`src/rtl/irq_pkg.sv`:
```
package irq_pkg;
  localparam int NCORE    = 3;
  localparam int NPERIPH  = 7;
  localparam int PORT_W   = 4;
  localparam int PC_W     = 13;
  localparam int STK_DEPTH = 8;
  localparam logic [PC_W-1:0] IRQ_VECTOR = 13'h0004;

  localparam int C_TMR  = 0;
  localparam int C_EXT  = 1;
  localparam int C_PORT = 2;

  localparam int P_TMR16 = 0;
  localparam int P_MATCH = 1;
  localparam int P_CCMP  = 2;
  localparam int P_TX    = 3;
  localparam int P_RX    = 4;
  localparam int P_CMP   = 5;
  localparam int P_NVM   = 6;

  typedef enum logic [1:0] {
    ACT_NONE,
    ACT_ENTER,
    ACT_RETURN
  } irq_act_e;
endpackage

```
`src/rtl/irq_flag_bank.sv`:
```
module irq_flag_bank
  import irq_pkg::*;
#(
  parameter int NP = NPERIPH,
  parameter int PW = PORT_W
) (
  input  logic          clk,
  input  logic          rst_n,
  input  logic          tmr_ovf_i,
  input  logic          ext_pin_i,
  input  logic          edge_sel_i,
  input  logic [PW-1:0] port_pins_i,
  input  logic          port_rd_i,
  input  logic [NP-1:0] periph_set_i,
  input  logic [NCORE-1:0] core_clr_i,
  input  logic [NP-1:0] periph_clr_i,
  output logic [NCORE-1:0] core_flags_o,
  output logic [NP-1:0] periph_flags_o
);
  logic [NCORE-1:0] core_q, core_d, core_set;
  logic [NP-1:0]    per_q, per_d;
  logic             ext_q, ext_d;
  logic [PW-1:0]    latch_q, latch_d;
  logic             ext_rise, ext_fall;

  always_comb begin
    ext_rise = ext_pin_i & ~ext_q;
    ext_fall = ~ext_pin_i & ext_q;
    core_set         = '0;
    core_set[C_TMR]  = tmr_ovf_i;
    core_set[C_EXT]  = edge_sel_i ? ext_rise : ext_fall;
    core_set[C_PORT] = (port_pins_i != latch_q);
    core_d  = (core_q & ~core_clr_i) | core_set;
    per_d   = (per_q & ~periph_clr_i) | periph_set_i;
    ext_d   = ext_pin_i;
    latch_d = port_rd_i ? port_pins_i : latch_q;
  end

  always_ff @(posedge clk or negedge rst_n) begin
    if (!rst_n) begin
      core_q  <= '0;
      per_q   <= '0;
      ext_q   <= 1'b0;
      latch_q <= '0;
    end else begin
      core_q  <= core_d;
      per_q   <= per_d;
      ext_q   <= ext_d;
      latch_q <= latch_d;
    end
  end

  assign core_flags_o   = core_q;
  assign periph_flags_o = per_q;
endmodule

```
`src/rtl/irq_arbiter.sv`:
```
module irq_arbiter
  import irq_pkg::*;
#(
  parameter int NP = NPERIPH
) (
  input  logic             gie_i,
  input  logic             peie_i,
  input  logic [NCORE-1:0] core_flags_i,
  input  logic [NCORE-1:0] core_en_i,
  input  logic [NP-1:0]    periph_flags_i,
  input  logic [NP-1:0]    periph_en_i,
  output logic             irq_o,
  output logic             wake_o
);
  logic [NCORE-1:0] core_live;
  logic [NP-1:0]    per_live;
  logic [NCORE-1:0] core_wake_mask;
  logic [NP-1:0]    per_wake_mask;

  genvar gi;
  generate
    for (gi = 0; gi < NCORE; gi++) begin : g_cmask
      assign core_wake_mask[gi] = (gi == C_EXT) || (gi == C_PORT);
    end
    for (gi = 0; gi < NP; gi++) begin : g_pmask
      assign per_wake_mask[gi] = (gi == P_CMP);
    end
  endgenerate

  always_comb begin
    core_live = core_flags_i & core_en_i;
    per_live  = periph_flags_i & periph_en_i;
    irq_o  = gie_i & ((|core_live) | (peie_i & (|per_live)));
    wake_o = (|(core_live & core_wake_mask)) | (|(per_live & per_wake_mask));
  end
endmodule

```
`src/rtl/irq_ret_stack.sv`:
```
module irq_ret_stack
  import irq_pkg::*;
#(
  parameter int DEPTH = STK_DEPTH,
  parameter int DW    = PC_W
) (
  input  logic          clk,
  input  logic          rst_n,
  input  logic          push_i,
  input  logic          pop_i,
  input  logic [DW-1:0] din_i,
  output logic [DW-1:0] top_o
);
  localparam int AW = (DEPTH > 1) ? $clog2(DEPTH) : 1;

  logic [DW-1:0] mem_q [DEPTH];
  logic [AW-1:0] ptr_q, ptr_d, ptr_dec;

  function automatic logic [AW-1:0] wrap_inc(input logic [AW-1:0] p);
    return (p == AW'(DEPTH-1)) ? '0 : p + 1'b1;
  endfunction

  function automatic logic [AW-1:0] wrap_dec(input logic [AW-1:0] p);
    return (p == '0) ? AW'(DEPTH-1) : p - 1'b1;
  endfunction

  always_comb begin
    ptr_dec = wrap_dec(ptr_q);
    top_o   = mem_q[ptr_dec];
    ptr_d   = ptr_q;
    if (pop_i)       ptr_d = ptr_dec;
    else if (push_i) ptr_d = wrap_inc(ptr_q);
  end

  always_ff @(posedge clk or negedge rst_n) begin
    if (!rst_n) ptr_q <= '0;
    else        ptr_q <= ptr_d;
  end

  genvar gi;
  generate
    for (gi = 0; gi < DEPTH; gi++) begin : g_slot
      logic wen;
      assign wen = push_i & ~pop_i & (ptr_q == AW'(gi));
      always_ff @(posedge clk or negedge rst_n) begin
        if (!rst_n)   mem_q[gi] <= '0;
        else if (wen) mem_q[gi] <= din_i;
      end
    end
  endgenerate
endmodule

```
`src/rtl/irq_vector_ctrl.sv`:
```
module irq_vector_ctrl
  import irq_pkg::*;
(
  input  logic                clk,
  input  logic                rst_n,
  input  logic                tmr_ovf_i,
  input  logic                ext_pin_i,
  input  logic                edge_sel_i,
  input  logic [PORT_W-1:0]   port_pins_i,
  input  logic                port_rd_i,
  input  logic [NPERIPH-1:0]  periph_set_i,
  input  logic [NCORE-1:0]    core_clr_i,
  input  logic [NPERIPH-1:0]  periph_clr_i,
  input  logic [NCORE-1:0]    core_en_i,
  input  logic [NPERIPH-1:0]  periph_en_i,
  input  logic                peie_i,
  input  logic                gie_wr_i,
  input  logic                gie_wdata_i,
  input  logic                accept_i,
  input  logic [PC_W-1:0]     ret_addr_i,
  input  logic                reti_i,
  output logic                irq_o,
  output logic                wake_o,
  output logic                gie_o,
  output logic                pc_load_o,
  output logic [PC_W-1:0]     pc_val_o,
  output logic [NCORE-1:0]    core_flags_o,
  output logic [NPERIPH-1:0]  periph_flags_o
);
  logic            gie_q, gie_d;
  logic            ld_q, ld_d;
  logic [PC_W-1:0] pcv_q, pcv_d;
  logic [PC_W-1:0] stk_top;
  logic            irq_w;
  irq_act_e        act;

  irq_flag_bank #(.NP(NPERIPH), .PW(PORT_W)) u_flags (
    .clk            (clk),
    .rst_n          (rst_n),
    .tmr_ovf_i      (tmr_ovf_i),
    .ext_pin_i      (ext_pin_i),
    .edge_sel_i     (edge_sel_i),
    .port_pins_i    (port_pins_i),
    .port_rd_i      (port_rd_i),
    .periph_set_i   (periph_set_i),
    .core_clr_i     (core_clr_i),
    .periph_clr_i   (periph_clr_i),
    .core_flags_o   (core_flags_o),
    .periph_flags_o (periph_flags_o)
  );

  irq_arbiter #(.NP(NPERIPH)) u_arb (
    .gie_i          (gie_q),
    .peie_i         (peie_i),
    .core_flags_i   (core_flags_o),
    .core_en_i      (core_en_i),
    .periph_flags_i (periph_flags_o),
    .periph_en_i    (periph_en_i),
    .irq_o          (irq_w),
    .wake_o         (wake_o)
  );

  always_comb begin
    if (reti_i)                  act = ACT_RETURN;
    else if (irq_w && accept_i)  act = ACT_ENTER;
    else                         act = ACT_NONE;
  end

  irq_ret_stack #(.DEPTH(STK_DEPTH), .DW(PC_W)) u_stack (
    .clk    (clk),
    .rst_n  (rst_n),
    .push_i (act == ACT_ENTER),
    .pop_i  (act == ACT_RETURN),
    .din_i  (ret_addr_i),
    .top_o  (stk_top)
  );

  always_comb begin
    gie_d = gie_wr_i ? gie_wdata_i : gie_q;
    ld_d  = 1'b0;
    pcv_d = pcv_q;
    unique case (act)
      ACT_ENTER: begin
        gie_d = 1'b0;
        ld_d  = 1'b1;
        pcv_d = IRQ_VECTOR;
      end
      ACT_RETURN: begin
        gie_d = 1'b1;
        ld_d  = 1'b1;
        pcv_d = stk_top;
      end
      default: ;
    endcase
  end

  always_ff @(posedge clk or negedge rst_n) begin
    if (!rst_n) begin
      gie_q <= 1'b0;
      ld_q  <= 1'b0;
      pcv_q <= '0;
    end else begin
      gie_q <= gie_d;
      ld_q  <= ld_d;
      pcv_q <= pcv_d;
    end
  end

  assign irq_o     = irq_w;
  assign gie_o     = gie_q;
  assign pc_load_o = ld_q;
  assign pc_val_o  = pcv_q;
endmodule

```
`config.mk`:
```
export PLATFORM = sky130hd
export DESIGN_NAME = irq_vector_ctrl
export DESIGN_NICKNAME = d
export VERILOG_FILES = /design/src/rtl/irq_pkg.sv /design/src/rtl/irq_flag_bank.sv /design/src/rtl/irq_arbiter.sv /design/src/rtl/irq_ret_stack.sv /design/src/rtl/irq_vector_ctrl.sv
export SDC_FILE = /design/constraint.sdc
export NUM_CORES = 1
export LEC_CHECK = 0
export BUFFER_PORTS_ARGS = -buffer_cell sky130_fd_sc_hd__buf_2
export CORE_ASPECT_RATIO = 1.1
export CORE_MARGIN = 5
export CORE_UTILIZATION = 45
export DETAILED_ROUTE_END_ITERATION = 6
export PLACE_DENSITY = 0.67
export SYNTH_ARGS = -nofsm -noshare
export SYNTH_HDL_FRONTEND = slang
export SYNTH_HIERARCHICAL = 1
export SYNTH_SLANG_ARGS = --single-unit
```
`constraint.sdc`:
```
create_clock -name clk -period 4.99 [get_ports clk]
set_clock_uncertainty 0.15 [all_clocks]
set_input_delay 0.499 -clock clk [delete_from_list [all_inputs] [get_ports clk]]
set_output_delay 0.499 -clock clk [all_outputs]
set_load 0.05 [all_outputs]
```
# Word-level counts from Yosys, hierarchy flattened
# Cells that the tools add are included.
[op_classes] magnitude_cmp=1 n_reduce_logical=8 n_eq_ne=10 bitwise=27 n_mux=14 n_addsub=2
[op_table] op="binary-select mux 13 bit (select 3 bit)" n=1
[op_table] op="two-way mux 13 bit" n=2
[op_table] op="one-hot mux 13 bit (2 select lines)" n=1
[op_table] op="AND 7 bit" n=2
[op_table] op="AND 1 bit" n=13
[op_table] op="equality test 3 bit, second input constant" n=4
[op_table] op="two-way mux 3 bit" n=4
[op_table] op="inverter 7 bit" n=1
[op_table] op="bitwise OR 7 bit" n=1
[op_table] op="OR reduction 7 bit" n=1
[op_table] op="AND 3 bit" n=2
[op_table] op="equality test 3 x 2 -> 1 bit, second input constant" n=2
[op_table] op=">= comparator 4 bit, second input constant" n=1
[op_table] op="two-way mux 1 bit" n=4
[op_table] op="inequality test 4 bit" n=1
[op_table] op="inverter 3 -> 4 bit" n=1
[op_table] op="OR reduction 2 bit" n=2
[op_table] op="adder 3 x 1 -> 3 bit, second input constant" n=1
[op_table] op="equality test 3 x 1 -> 1 bit, second input constant" n=1
[op_table] op="logical NOT 3 bit" n=1
[op_table] op="inverter 1 bit" n=3
[op_table] op="inverter 3 bit" n=1
[op_table] op="bitwise OR 3 bit" n=1
[op_table] op="nonzero test 3 bit" n=1
[op_table] op="9 further kinds" n=10
[totals] elab_cells=78 regBits=137

# Longest topological paths before layout
# Gate-level depths: netlist of run 1.
[logic_depth] ltp_word=12 depth_mapped=12 ltp_nobuf=9

# By module
# The synthesis of run 1 kept the hierarchy.
[by_module_without_submodules] module="irq_ret_stack" area_per_inst_um2=5396.4 cells_per_inst=403 seq_area_each_um2=2677.6 instances=1
[by_module_without_submodules] module="irq_vector_ctrl" area_per_inst_um2=643.1 cells_per_inst=52 seq_area_each_um2=375.4 instances=1
[by_module_without_submodules] module="irq_flag_bank" area_per_inst_um2=584.3 cells_per_inst=47 seq_area_each_um2=375.4 instances=1
[by_module_without_submodules] module="irq_arbiter" area_per_inst_um2=65.1 cells_per_inst=11 seq_area_each_um2=0.0 instances=1

# Worst setup path before layout of run 1
# No wires, ideal clock.
[synth_timing] kind="reg2reg" from="register u_flags.per_q[5], in the netlist u_flags/periph_flags_o[5]" to="register u_stack/mem_q[80] (netlist name)" synth_period_minus_slack_ns=3.344 setup_ns=0.125 required_ns=4.715 slack_ns=1.646 path_buffers=2 t_arrival_ns=3.069 stages_incl_launch_ff=11 cell_sequence="dfrtp_1 > a222oi_1 > a31oi_1 > o21a_1 > nand2_2 > buf_2 > nor2_1 > nand2_1 > nor3_2 > buf_4 > mux2_2"
[synth_via] elab_chain_len=12
[synth_lines] item="start, declared" line="irq_flag_bank.sv:21" text="logic [NP-1:0] per_q, per_d;"
[synth_lines] item="start signal, assigned" line="irq_flag_bank.sv:47" text="per_q <= per_d;"
[synth_lines] item="AND 7 bit *" line="irq_arbiter.sv:32" text="per_live = periph_flags_i & periph_en_i;"
[synth_lines] item="OR reduction 7 bit *" line="irq_arbiter.sv:33" text="irq_o = gie_i & ((|core_live) | (peie_i & (|per_live)));"
[synth_lines] item="AND 1 bit *" line="irq_arbiter.sv:33"
[synth_lines] item="bitwise OR 1 bit *" line="irq_arbiter.sv:33"
[synth_lines] item="AND 1 bit *" line="irq_arbiter.sv:33"
[synth_lines] item="net irq_o" line="irq_vector_ctrl.sv:22" text="output logic irq_o,"
[synth_lines] item="logical AND 1 bit *" line="irq_vector_ctrl.sv:65" text="else if (irq_w && accept_i) act = ACT_ENTER;"
[synth_lines] item="two-way mux 1 bit *" line="irq_vector_ctrl.sv:65"
[synth_lines] item="two-way mux 2 bit *" line="irq_vector_ctrl.sv:64" text="if (reti_i) act = ACT_RETURN;"
[synth_lines] item="equality test 2 bit" line="irq_vector_ctrl.sv:73" text=".pop_i (act == ACT_RETURN),"
[synth_lines] item="inverter 1 bit" line="irq_ret_stack.sv:44" text="assign wen = push_i & ~pop_i & (ptr_q == AW'(gi));"
[synth_lines] item="AND 1 bit * (2 in a row)" line="irq_ret_stack.sv:44"
[synth_lines] item="end signal, assigned by index" line="irq_ret_stack.sv:47" text="else if (wen) mem_q[gi] <= din_i;"
[synth_lines] item="end, declared" line="irq_ret_stack.sv:16" text="logic [DW-1:0] mem_q [DEPTH];"
# Mark *: on every way through the listed nets, which the timed path passes. The rest lies on a longest branch.
# A chain may end at the register's enable or synchronous reset.

# Worst setup path in the final report of run 1
[layout_timing] from="register u_flags.per_q[5], in the netlist u_flags/periph_flags_o[5]" to="register u_stack/mem_q[89] (netlist name)"
[layout_via] elab_chain_len=12
[layout_lines] item="AND 7 bit *" line="irq_arbiter.sv:32"
[layout_lines] item="OR reduction 7 bit *" line="irq_arbiter.sv:33"
[layout_lines] item="AND 1 bit *" line="irq_arbiter.sv:33"
[layout_lines] item="bitwise OR 1 bit *" line="irq_arbiter.sv:33"
[layout_lines] item="AND 1 bit *" line="irq_arbiter.sv:33"
[layout_lines] item="logical AND 1 bit *" line="irq_vector_ctrl.sv:65"
[layout_lines] item="two-way mux 1 bit *" line="irq_vector_ctrl.sv:65"
[layout_lines] item="two-way mux 2 bit *" line="irq_vector_ctrl.sv:64"
[layout_lines] item="equality test 2 bit" line="irq_vector_ctrl.sv:73"
[layout_lines] item="inverter 1 bit" line="irq_ret_stack.sv:44"
[layout_lines] item="AND 1 bit * (2 in a row)" line="irq_ret_stack.sv:44"
# Every way passes the cells marked *; elsewhere a longest branch is shown, timed or not.

==> qor.txt, run 1 <==
Status: completed
Pwr per Cell Area: 659.8 nW/µm²
Max VDD drop: 0.2940 mV
Final core utilization: 0.5298
Post-Syn Nets: 575
Post-synthesis sequential element count: 137
Highest attainable clock frequency: 303.5 MHz
Highest-count cells in the layout ignoring fill and taps: dfrtp_1, mux2_2, buf_2, a221oi_1
Gr usage total: 0.1809
Max Root-Sink Buffers: 2
CP max-delay cell: nor3_2
Final Hold Vio Count: 0
Area leader, netlist: dfrtp_1
CTS tree: built
# setup viols final: 0
Worst-path cell chain: a222oi_1 > a31oi_1 > o21a_1 > nand2_2 > nor2_1 > nand2_1 > nor3_2 > mux2_2
Remaining Overflow, GRT: 0
CTS Hold Bufs: 0
Number of maximum-capacitance violations: 0
YS warnings: 6
Fin crit period: 3.295 ns
Sequential cell area fraction in the yosys report: 0.5125
Compound-Gate Fraction of Synth Area: 0.1246
Post-CTS Repair Setup Buffers: 0
Port Buffer Count: 81
TritonCTS Buffers: 17
# diodes: 0
CP endpoint kind: register
Core ar.: 14,500 µm²
Worst path depth: 8
Worst path bufs/invs: 0
Clock tree root driver cell: clkbuf_16
CP max FO: 15
CTS sink count: 137
First-pass GRT wire length: 24,680 µm
# DRC: 0
Post_cts resized: 0
Clock-pin slew on the worst setup and hold paths: 0.06 ns
Required @ worst endpoint: 5.13 ns
Final Cycle Share: 0.6602
Clock Latency Late Sink: 0.41 ns
Via density: 5.862
Slew Viols, Final: 0
Top cells by area, synth: dfrtp_1, mux2_2, a221oi_1
Min-Delay Path Class: in -> async
Register Area: 3428 µm²
Initial Util: 0.4612
Wirelength, routed: 15,190 µm
Top delay family on crit path: simple AND/OR/NAND/NOR gates
Pleak: 3.675 nW
Worst path arrival time: 3.44 ns
Final HPWL DP: 9291 µm
Row count: 46
Vias: 4,590
Setup TNS: 0 ns
H-tree lvl count: 4
Largest family of logic cells by synthesized area: multiplexers
Top Ports: 82
Post-synthesis instance total: 513
Total iterations of the first detailed-routing run: 5
Gp weighted congestion: 0.8550
Share of post-route cells with drive strength above 1: 0.4365
Post-route ant nets: 0
Die height: 137.9 µm
RSZ-0062 raised after global routing: false
Commonest non-fill, non-tap cell in the layout: dfrtp_1
Area growth syn-to-layout: 14.87%
Xor and xnor area share after synthesis: 0.005238
Startpoint Class: register
Setup CP Type: reg -> reg
Mapped Area: 6689 µm²
WL/cell: 19.39 µm
Synth cell types: 45
Vias in the first global route: 4,708
Area of the multi-input gates: 2920 µm²
Yosys top cell area share: 0.5125
Adder-cell share of the synthesized area: 0.01309
Worst slew pin tran: 1.160 ns
Avg Inst Size Synth: 13.04 µm²
Power Total: 5.070 mW
Fraction of synthesized area in multiplexers: 0.2269
Die area: 17,410 µm²
Simple-gate share of the synthesized area: 0.06678
Fill cell count: 1,233
Pin count of the biggest net entering global routing: 89
Max_slew headroom: 0.2223
FF-to-FF path depth: 8
Chip Width: 126.2 µm
Nets: 641
Max incr delay on CP: 0.89 ns
DR iter-0 viols: 334
Initial antenna violation count: 0
-- Yosys cell counts, drive strengths merged --
library cell and count:
a222oi 1, nor3 4, dfrtp 137, nand2b 2
a21oi 5, clkbuf 10, a221oi 25, a22o 12
a31oi 2, inv 16, o311ai 1, mux2i 2
o221ai 2, xnor2 3, nand2 17, mux2 133
o21a 1, and2 1, o21ai 4, a22oi 3
nor2b 13, o32ai 12, buf 28, a211oi 24
a2bb2oi 1, nand4 1, o221a 1, xor2 1
a21o 10, ha 7, nor2 6, and3 24
nand3 4
-- power by group --
group | internal, mW | leakage (nW) | switching (mW)
logic | 0.880 | 1.63 | 1.21
clock network | 0.798 | 0.282 | 0.433
registers | 1.51 | 1.76 | 0.234
total | 3.19 | 3.67 | 1.88
-- metrics by stage --
step / std cells / worst slack [ns] / instance area [µm²] / hold WS, ns
2_1_floorplan: 513 / 1.646 / 6689 / 0.05341
3_3_place_gp: 752 / 1.618 / 7091 / 0.3145
3_5_place_dp: 752 / 1.479 / 7091 / 0.3240
4_1_cts: 783 / 1.659 / 7684 / 0.03375
5_1_grt: 783 / 1.423 / 7684 / 0.06609
6_report: 783 / 1.695 / 7684 / 0.003981
-- path summary, 6_finish.rpt --
kind | startpoint | to | slack (ns)
max in group asynchronous | rst_n | u_stack/mem_q[94]$_DFFE_PN0P_ | 3.55
min in group clk | ext_pin_i | u_flags/ext_q$_DFF_PN0_ | 0.09
setup reg to reg | u_flags/periph_flags_o[5]$_DFF_PN0_ | u_stack/mem_q[89]$_DFFE_PN0P_ | 1.70
setup / recovery | u_flags/periph_flags_o[5]$_DFF_PN0_ | u_stack/mem_q[89]$_DFFE_PN0P_ | 1.70
hold / removal | rst_n | pc_val_o[9]$_DFFE_PN0P_ | 0.004
hold reg to reg | u_stack/mem_q[82]$_DFFE_PN0P_ | u_stack/mem_q[82]$_DFFE_PN0P_ | 0.34
-- sequential cells by signal, summed over array words and instances (netlist names) --
signal,flops
pc_val_o,13
u_stack/mem_q,104
u_flags/periph_flags_o,7
gie_o,1
u_flags/core_flags_o,3
u_stack/ptr_q,3
u_flags/ext_q,1
u_flags/latch_q,4
pc_load_o,1
-- cells by family (layout without fill, tap and decap cells) --
kind of cell               count (synthesis)  in the layout
AOI/OAI and AO/OA                        104            104
xor gates and xnor gates                   4              4
adders and majority gates                  7              7
buffers and inverters                     54            132
DFF                                      137            137
muxes                                    135            135
and+or+nand+nor                           72             72
-- layer usage --
metal / share of wire / GRT usage / wire [µm] / up-vias
li1: - / - / - / 2064
met1: 0.44 / 0.2377 / 6683 / 2310
met2: 0.46 / 0.2918 / 7023 / 190
met3: 0.074 / 0.04314 / 1124 / 26
met4: 0.023 / 0.07151 / 353 / 0
met5: 0 / 0 / 0 / -
-- area by class of cell --
type,count,area share
Sequential cell,137,0.4462
Timing Repair Buffer,85,0.05748
Clock inverter,6,0.01140
Multi-Input combinational cell,322,0.3801
Clock buffer,25,0.06579
Inverter,16,0.007816
Tap cell,192,0.03127
Note: power is estimated with default switching activity, not from simulation.
==> run 2, diff against run 1 <==
--- a/config.mk
+++ b/config.mk
@@ -5,12 +5,13 @@
 export SDC_FILE = /design/constraint.sdc
 export NUM_CORES = 1
 export LEC_CHECK = 0
+export ABC_AREA = 1
 export BUFFER_PORTS_ARGS = -buffer_cell sky130_fd_sc_hd__buf_2
 export CORE_ASPECT_RATIO = 1.1
 export CORE_MARGIN = 5
 export CORE_UTILIZATION = 45
 export DETAILED_ROUTE_END_ITERATION = 6
-export PLACE_DENSITY = 0.67
+export PLACE_DENSITY = 0.7
 export SYNTH_ARGS = -nofsm -noshare
 export SYNTH_HDL_FRONTEND = slang
 export SYNTH_HIERARCHICAL = 1
==> constraint.sdc (replaced) <==
create_clock -name clk -period 2.8 [get_ports clk]
set_clock_uncertainty 0.15 [all_clocks]
set_input_delay 0.28 -clock clk [delete_from_list [all_inputs] [get_ports clk]]
set_output_delay 0.28 -clock clk [all_outputs]
set_load 0.05 [all_outputs]
==> run 2 against run 1 <==
- count of clock-buffer cells in the layout unchanged
- critical path depth up 3
- via count up 28%
- register-to-register slack worse by 1.2 ns
- global-route usage up 2.2 points
- sequential cell count unchanged
- clock power up 67%
- sequential power up 76%
- sequential share of layout area down 2.9 points
- core utilization up 1.8 points
- maximum frequency up 41%
- critical endpoint is now pc_val_o[6]$_DFFE_PN0P_
- largest cell class unchanged
==> qor.txt, run 2 <==
Remaining Overflow, GRT: 0
CP endpoint kind: register
Max VDD drop: 0.5375 mV
WL/cell: 14.43 µm
Worst reg2reg startpoint: u_stack/ptr_q[1]$_DFFE_PN0P_
Highest-count cells in the layout ignoring fill and taps: nand2_1, dfrtp_1, inv_1, o21ai_0, buf_2
Number of enable flip-flop cells after synthesis: 0
Synth cell types: 28
Sequential cell area fraction in the yosys report: 0.4952
Compound-Gate Fraction of Synth Area: 0.09217
Top sig layer: met4
Clock-pin slew on the worst setup and hold paths: 0.05 ns
# DRC: 0
Xor and xnor area share after synthesis: 0.001265
RSZ-0062 raised after global routing: false
Setup CP Type: reg -> reg
Area leader, netlist: dfrtp_1
Initial antenna violation count: 0
Row count: 47
TritonCTS Buffers: 17
Wirelength, routed: 17,310 µm
YS warnings: 6
Most frequent CP cell: nand2_1
Port Buffer Count: 81
Startpoint Class: register
Min-delay src: gie_wdata_i
Initial Util: 0.4599
Reg2reg setup slack: 0.47 ns
Reg-to-Reg End: pc_val_o[6]$_DFFE_PN0P_
Core ar.: 15,050 µm²
CTS tree: built
H-tree lvl count: 4
Top Ports: 82
Post-CTS Repair Setup Buffers: 0
Highest attainable clock frequency: 428.4 MHz
Fraction of synthesized area in multiplexers: 0.001627
Yosys top cell area share: 0.4952
Metal3 WL: 1308 µm
DR iter-0 viols: 412
Area of the multi-input gates: 2741 µm²
Pin count of the biggest net entering global routing: 61
Max_slew headroom: 0.5909
# setup viols final: 0
Status: completed
Most numerous cell in the Yosys netlist: nand2_1
Min-Delay Path Class: in -> reg
Hold EP: gie_o$_DFFE_PN0P_
Fill cell count: 1,424
Post-route ant nets: 0
FFs w/ async S/R, synth: 1.000
Met1 Wirelength: 7782 µm
Die area: 17,970 µm²
Die height: 140.1 µm
Share of post-route cells with drive strength above 1: 0.1574
Register Area: 3440 µm²
Met2 routed WL: 7858 µm
Power Total: 9.192 mW
Max Root-Sink Buffers: 2
Simple-gate share of the synthesized area: 0.2861
Gp weighted congestion: 0.8159
Top reg by flops: u_stack/mem_q
Top delay family on crit path: simple AND/OR/NAND/NOR gates
Number of maximum-capacitance violations: 0
Clock tree root driver cell: clkbuf_16
Slew Viols, Final: 0
Pleak: 4.367 nW
CP max-delay cell: dfrtp_1
Total iterations of the first detailed-routing run: 5
Gr usage total: 0.2030
Required @ worst endpoint: 2.96 ns
Post-synthesis instance total: 893
Fin crit period: 2.335 ns
Post-Syn Nets: 955
Final HPWL DP: 10,910 µm
Worst hold stages: 5
Top_reg_cell synth: dfrtp_1
Max reg flops: 104
Worst path arrival time: 2.50 ns
Worst-path cell chain: inv_1 > ha_1 > nand2_8 > nand2_8 > nand2_1 > nand3_1 > nand2_1 > nand2_1 > nand2_1 > nand2_1 > nand2_1
# diodes: 0
Largest family of logic cells by synthesized area: simple AND/OR/NAND/NOR gates
Area growth syn-to-layout: 19.09%
Avg Inst Size Synth: 7.752 µm²
Worst path bufs/invs: 1
Nets: 1,056
Final Hold Vio Count: 0
Setup TNS: 0 ns
CP max FO: 53
Most frequent cells after synthesis: nand2_1, dfrtp_1, inv_1
FF-to-FF path depth: 11
Worst path depth: 11
Vias: 5,887
Commonest non-fill, non-tap cell in the layout: nand2_1
Worst slew pin tran: 0.6135 ns
Pwr per Cell Area: 1115 nW/µm²
Adder-cell share of the synthesized area: 0.01265
CTS sink count: 137
Via density: 4.906
Chip Width: 128.3 µm
Final Cycle Share: 0.8338
First-pass GRT wire length: 29,020 µm
Clock Latency Late Sink: 0.42 ns
Mapped Area: 6923 µm²
Post-synthesis sequential element count: 137
Max incr delay on CP: 0.43 ns
Vias in the first global route: 5,721
Top cells by area, synth: dfrtp_1, nand2_1, o21ai_0
-- run 2: how the worst max path moves through the flow --
stage / from / endpoint / slack (ns)
global placement: periph_en_i[5] / u_stack/mem_q[71]$_DFFE_PN0P_ / 0.41
CTS: u_flags/periph_flags_o[5]$_DFF_PN0_ / u_stack/mem_q[65]$_DFFE_PN0P_ / 0.24
floorplan: u_flags/core_flags_o[2]$_DFF_PN0_ / u_stack/mem_q[44]$_DFFE_PN0P_ / 0.07
finish: u_stack/ptr_q[1]$_DFFE_PN0P_ / pc_val_o[6]$_DFFE_PN0P_ / 0.47
detailed placement: u_flags/periph_flags_o[5]$_DFF_PN0_ / u_stack/mem_q[76]$_DFFE_PN0P_ / 0.34
global route: u_flags/periph_flags_o[5]$_DFF_PN0_ / u_stack/mem_q[2]$_DFFE_PN0P_ / 0.25
-- run 2: logic make-up after synthesis --
| kind of cell | count (synthesis) |
|---|---|
| and+or+nand+nor | 460 |
| AOI/OAI and AO/OA | 120 |
| muxes | 1 |
| xor gates and xnor gates | 1 |
| adders and majority gates | 7 |
| DFF | 137 |
| buffers and inverters | 167 |
-- run 2: routing by layer --
layer	track usage	up-vias
li1	-	2947
met1	0.2813	2716
met2	0.3141	194
met3	0.04227	30
met4	0.07598	0
met5	0	-
-- run 2: final cells by class --
| cell class | count | share of cell area |
|---|---|---|
| sequential | 137 | 0.4172 |
| clock buffer | 25 | 0.05889 |
| multi-input combinational | 589 | 0.3325 |
| timing repair buffer | 123 | 0.09819 |
| inverter | 126 | 0.05798 |
| clock inverter | 4 | 0.005464 |
| tap | 196 | 0.02975 |
-- run 2: power breakdown --
part | internal (mW) | switching (mW) | total (mW)
logic | 1.29 | 2.76 | 4.06
registers | 2.69 | 0.398 | 3.08
clock network | 1.27 | 0.780 | 2.05
-- run 2: timing repair --
action | in CTS | in global routing
gates resized for setup | 0 | 1
endpoints found under the setup margin | 0 | 1
hold endpoints to repair | 56 | 0
hold buffers | 28 | 0
-- run 2: worst min-delay path, delay by kind of cell --
| kind | cells | cell delay (ns) |
|---|---|---|
| buffers and inverters | 2 | 0.10 |
| AND/OR/NAND/NOR | 3 | 0.16 |
-- run 2: through the flow --
step | instances | setup WS, ns | hold slack (ns) | cell area [µm²] | util
floorplan | 893 | 0.07110 | -0.1656 | 6942 | -
global placement | 1143 | 0.4133 | 0.08520 | 7426 | 0.4933
detailed placement | 1143 | 0.3441 | 0.08252 | 7426 | 0.4933
CTS | 1200 | 0.2429 | 0.006910 | 8237 | 0.5471
global route | 1200 | 0.2532 | 0.02876 | 8244 | 0.5476
finish | 1200 | 0.4655 | 0.01469 | 8244 | 0.5476
==> run 3, diff against run 2 <==
==> constraint.sdc (replaced) <==
create_clock -name clk -period 1.9 [get_ports clk]
set_clock_uncertainty 0.15 [all_clocks]
set_input_delay 0.19 -clock clk [delete_from_list [all_inputs] [get_ports clk]]
set_output_delay 0.19 -clock clk [all_outputs]
set_load 0.05 [all_outputs]
==> run 3 against run 2 <==
- the flow now finishes with violations (negative setup slack)
- total power rose by 81%
- maximum frequency increased by 6.4%
- clock power grew 61%
- combinational power is 110% higher
- via count is 13% higher
- critical path type unchanged
- critical endpoint is now u_stack/mem_q[26]$_DFFE_PN0P_
- largest cell class unchanged
- largest power group unchanged
==> qor.txt, run 3 (synthesis gave the netlist of run 2 again) <==
Most frequent CP cell: nand2_2
Row count: 47
Initial antenna violation count: 0
Top Ports: 82
DR iter-0 viols: 580
Status: complete, but fails checks
Area growth syn-to-layout: 46.54%
Max reg flops: 104
CP endpoint kind: register
Setup ws final: -0.2950 ns
Pleak: 5.107 nW
Clock tree root driver cell: clkbuf_16
H-tree lvl count: 4
RSZ-0062 raised after global routing: true
Slew Viols, Final: 0
Port Buffer Count: 81
Startpoint Class: register
Worst-path cell chain: nand2_1 > nand2_1 > nor2_2 > nand2_2 > nand2_2 > a21oi_4 > nand2_2 > nor2_4 > inv_2 > nor2_8 > buf_12 > nand3_4 > buf_12 > o21ai_1
Number of maximum-capacitance violations: 0
Vias in the first global route: 6,066
Final Hold Vio Count: 0
Highest attainable clock frequency: 455.6 MHz
Total iterations of the first detailed-routing run: 5
TritonCTS Buffers: 17
CP max FO: 12
Max VDD drop: 0.7603 mV
Pin count of the biggest net entering global routing: 48
Clock-pin slew on the worst setup and hold paths: 0.07 ns
Gr usage total: 0.2225
Post-route ant nets: 0
Die height: 140.1 µm
Nets: 1,131
Final Cycle Share: 1.155
Chip Width: 128.3 µm
Pwr per Cell Area: 1644 nW/µm²
CTS sink count: 137
Final HPWL DP: 11,810 µm
Min-Delay Path Class: in -> reg
Worst slew pin tran: 0.4864 ns
Worst path arrival time: 2.37 ns
Max_slew headroom: 0.6757
# setup viols final: 106
Max Root-Sink Buffers: 2
Gp weighted congestion: 0.7931
Initial Util: 0.4599
Reg2reg setup slack: -0.30 ns
Fin crit period: 2.195 ns
Max incr delay on CP: 0.39 ns
Wirelength, routed: 22,920 µm
Final core utilization: 0.6739
Top reg by flops: u_stack/mem_q
# diodes: 0
Final instance area: 10,140 µm²
Die area: 17,970 µm²
Commonest non-fill, non-tap cell in the layout: nand2_1
First-pass GRT wire length: 31,460 µm
DP Area: 7969 µm²
Share of post-route cells with drive strength above 1: 0.3494
Highest-count cells in the layout ignoring fill and taps: nand2_1, dfrtp_1, inv_1, buf_2, nand2_2
CP max-delay cell: dfrtp_2
Violated checks: negative setup slack
Clock Latency Late Sink: 0.43 ns
Core ar.: 15,050 µm²
Remaining Overflow, GRT: 0
Required @ worst endpoint: 2.08 ns
# DRC: 0
Setup CP Type: reg -> reg
Vias: 6,667
WL/cell: 17.93 µm
CTS tree: built
Via density: 5.217
[run 3: cell count changes in the layout (fill, tap and decap cells not counted), sizes merged]
| cell | change |
|---|---|
| buf | +51 |
| bufinv | +1 |
| clkbuf | +5 |
| clkinv | +1 |
| clkinvlp | +4 |
| dlygate4sd3 | +12 |
| inv | +3 |
| nand2 | +1 |
[run 3: metal layers]
metal / vias up / track usage / part of all wire / wire, µm
met5: - / 0 / 0 / 0
met4: 0 / 0.08324 / 0.042 / 953
met3: 81 / 0.04113 / 0.076 / 1748
met2: 286 / 0.3684 / 0.49 / 11310
met1: 3170 / 0.2898 / 0.39 / 8902
li1: 3130 / - / - / -
[run 3: layout make-up]
type                    instances  area [µm²]
fillers                      1124        4910
repair buffers                197        1963
clock buffers                  19       442.9
inverters                     126       480.5
clock inverters                13       143.9
well taps                     196       245.2
flip-flops and latches        137        3440
multi-input cells             590        3430
[run 3: metrics by stage]
stage / hold slack, ns / power (mW) / worst slack, ns / cells / setup TNS [ns]
floorplan: -0.2556 / 9.481 / -0.7366 / 893 / -74.66
global placement: 0.008530 / 11.19 / -0.07967 / 1174 / -2.920
detailed placement: 0.01437 / 11.33 / -0.1334 / 1174 / -8.625
CTS: 0.006608 / 15.13 / -0.1198 / 1255 / -5.001
global route: 0.06975 / 17.65 / -0.3259 / 1278 / -26.92
finish: 0.04499 / 16.68 / -0.2950 / 1278 / -19.36
[run 3: worst max-delay path, delay by kind of cell, from the launching register on]
family / cells / cell delay (ns)
flip-flops: 1 / 0.39
buffers and inverters: 3 / 0.40
AND/OR/NAND/NOR: 9 / 0.75
AO/OA/AOI/OAI: 2 / 0.39
[run 3: power by group]
part / internal (mW) / switching (mW)
clock network: 1.98 / 1.34
registers: 3.96 / 0.856
logic: 3.48 / 5.06
[run 3: path summary, 6_finish.rpt]
path	from	to	cells after the start
max	u_flags/periph_flags_o[2]$_DFF_PN0_	u_stack/mem_q[26]$_DFFE_PN0P_	14
min	ret_addr_i[3]	u_stack/mem_q[42]$_DFFE_PN0P_	3
max reg2reg	u_flags/periph_flags_o[2]$_DFF_PN0_	u_stack/mem_q[26]$_DFFE_PN0P_	14
min reg2reg	u_stack/mem_q[71]$_DFFE_PN0P_	u_stack/mem_q[71]$_DFFE_PN0P_	2
max in group asynchronous	rst_n	u_flags/core_flags_o[2]$_DFF_PN0_	3
min in group asynchronous	rst_n	u_stack/mem_q[71]$_DFFE_PN0P_	2
[run 3: repair_timing]
action,4_1_cts,5_1_grt
buffers inserted,6,10
gates resized for setup,60,187
setup endpoints to repair,109,118
hold buffers,40,0
pin swaps,2,9
gates cloned,3,13
endpoints found under the hold margin,170,0
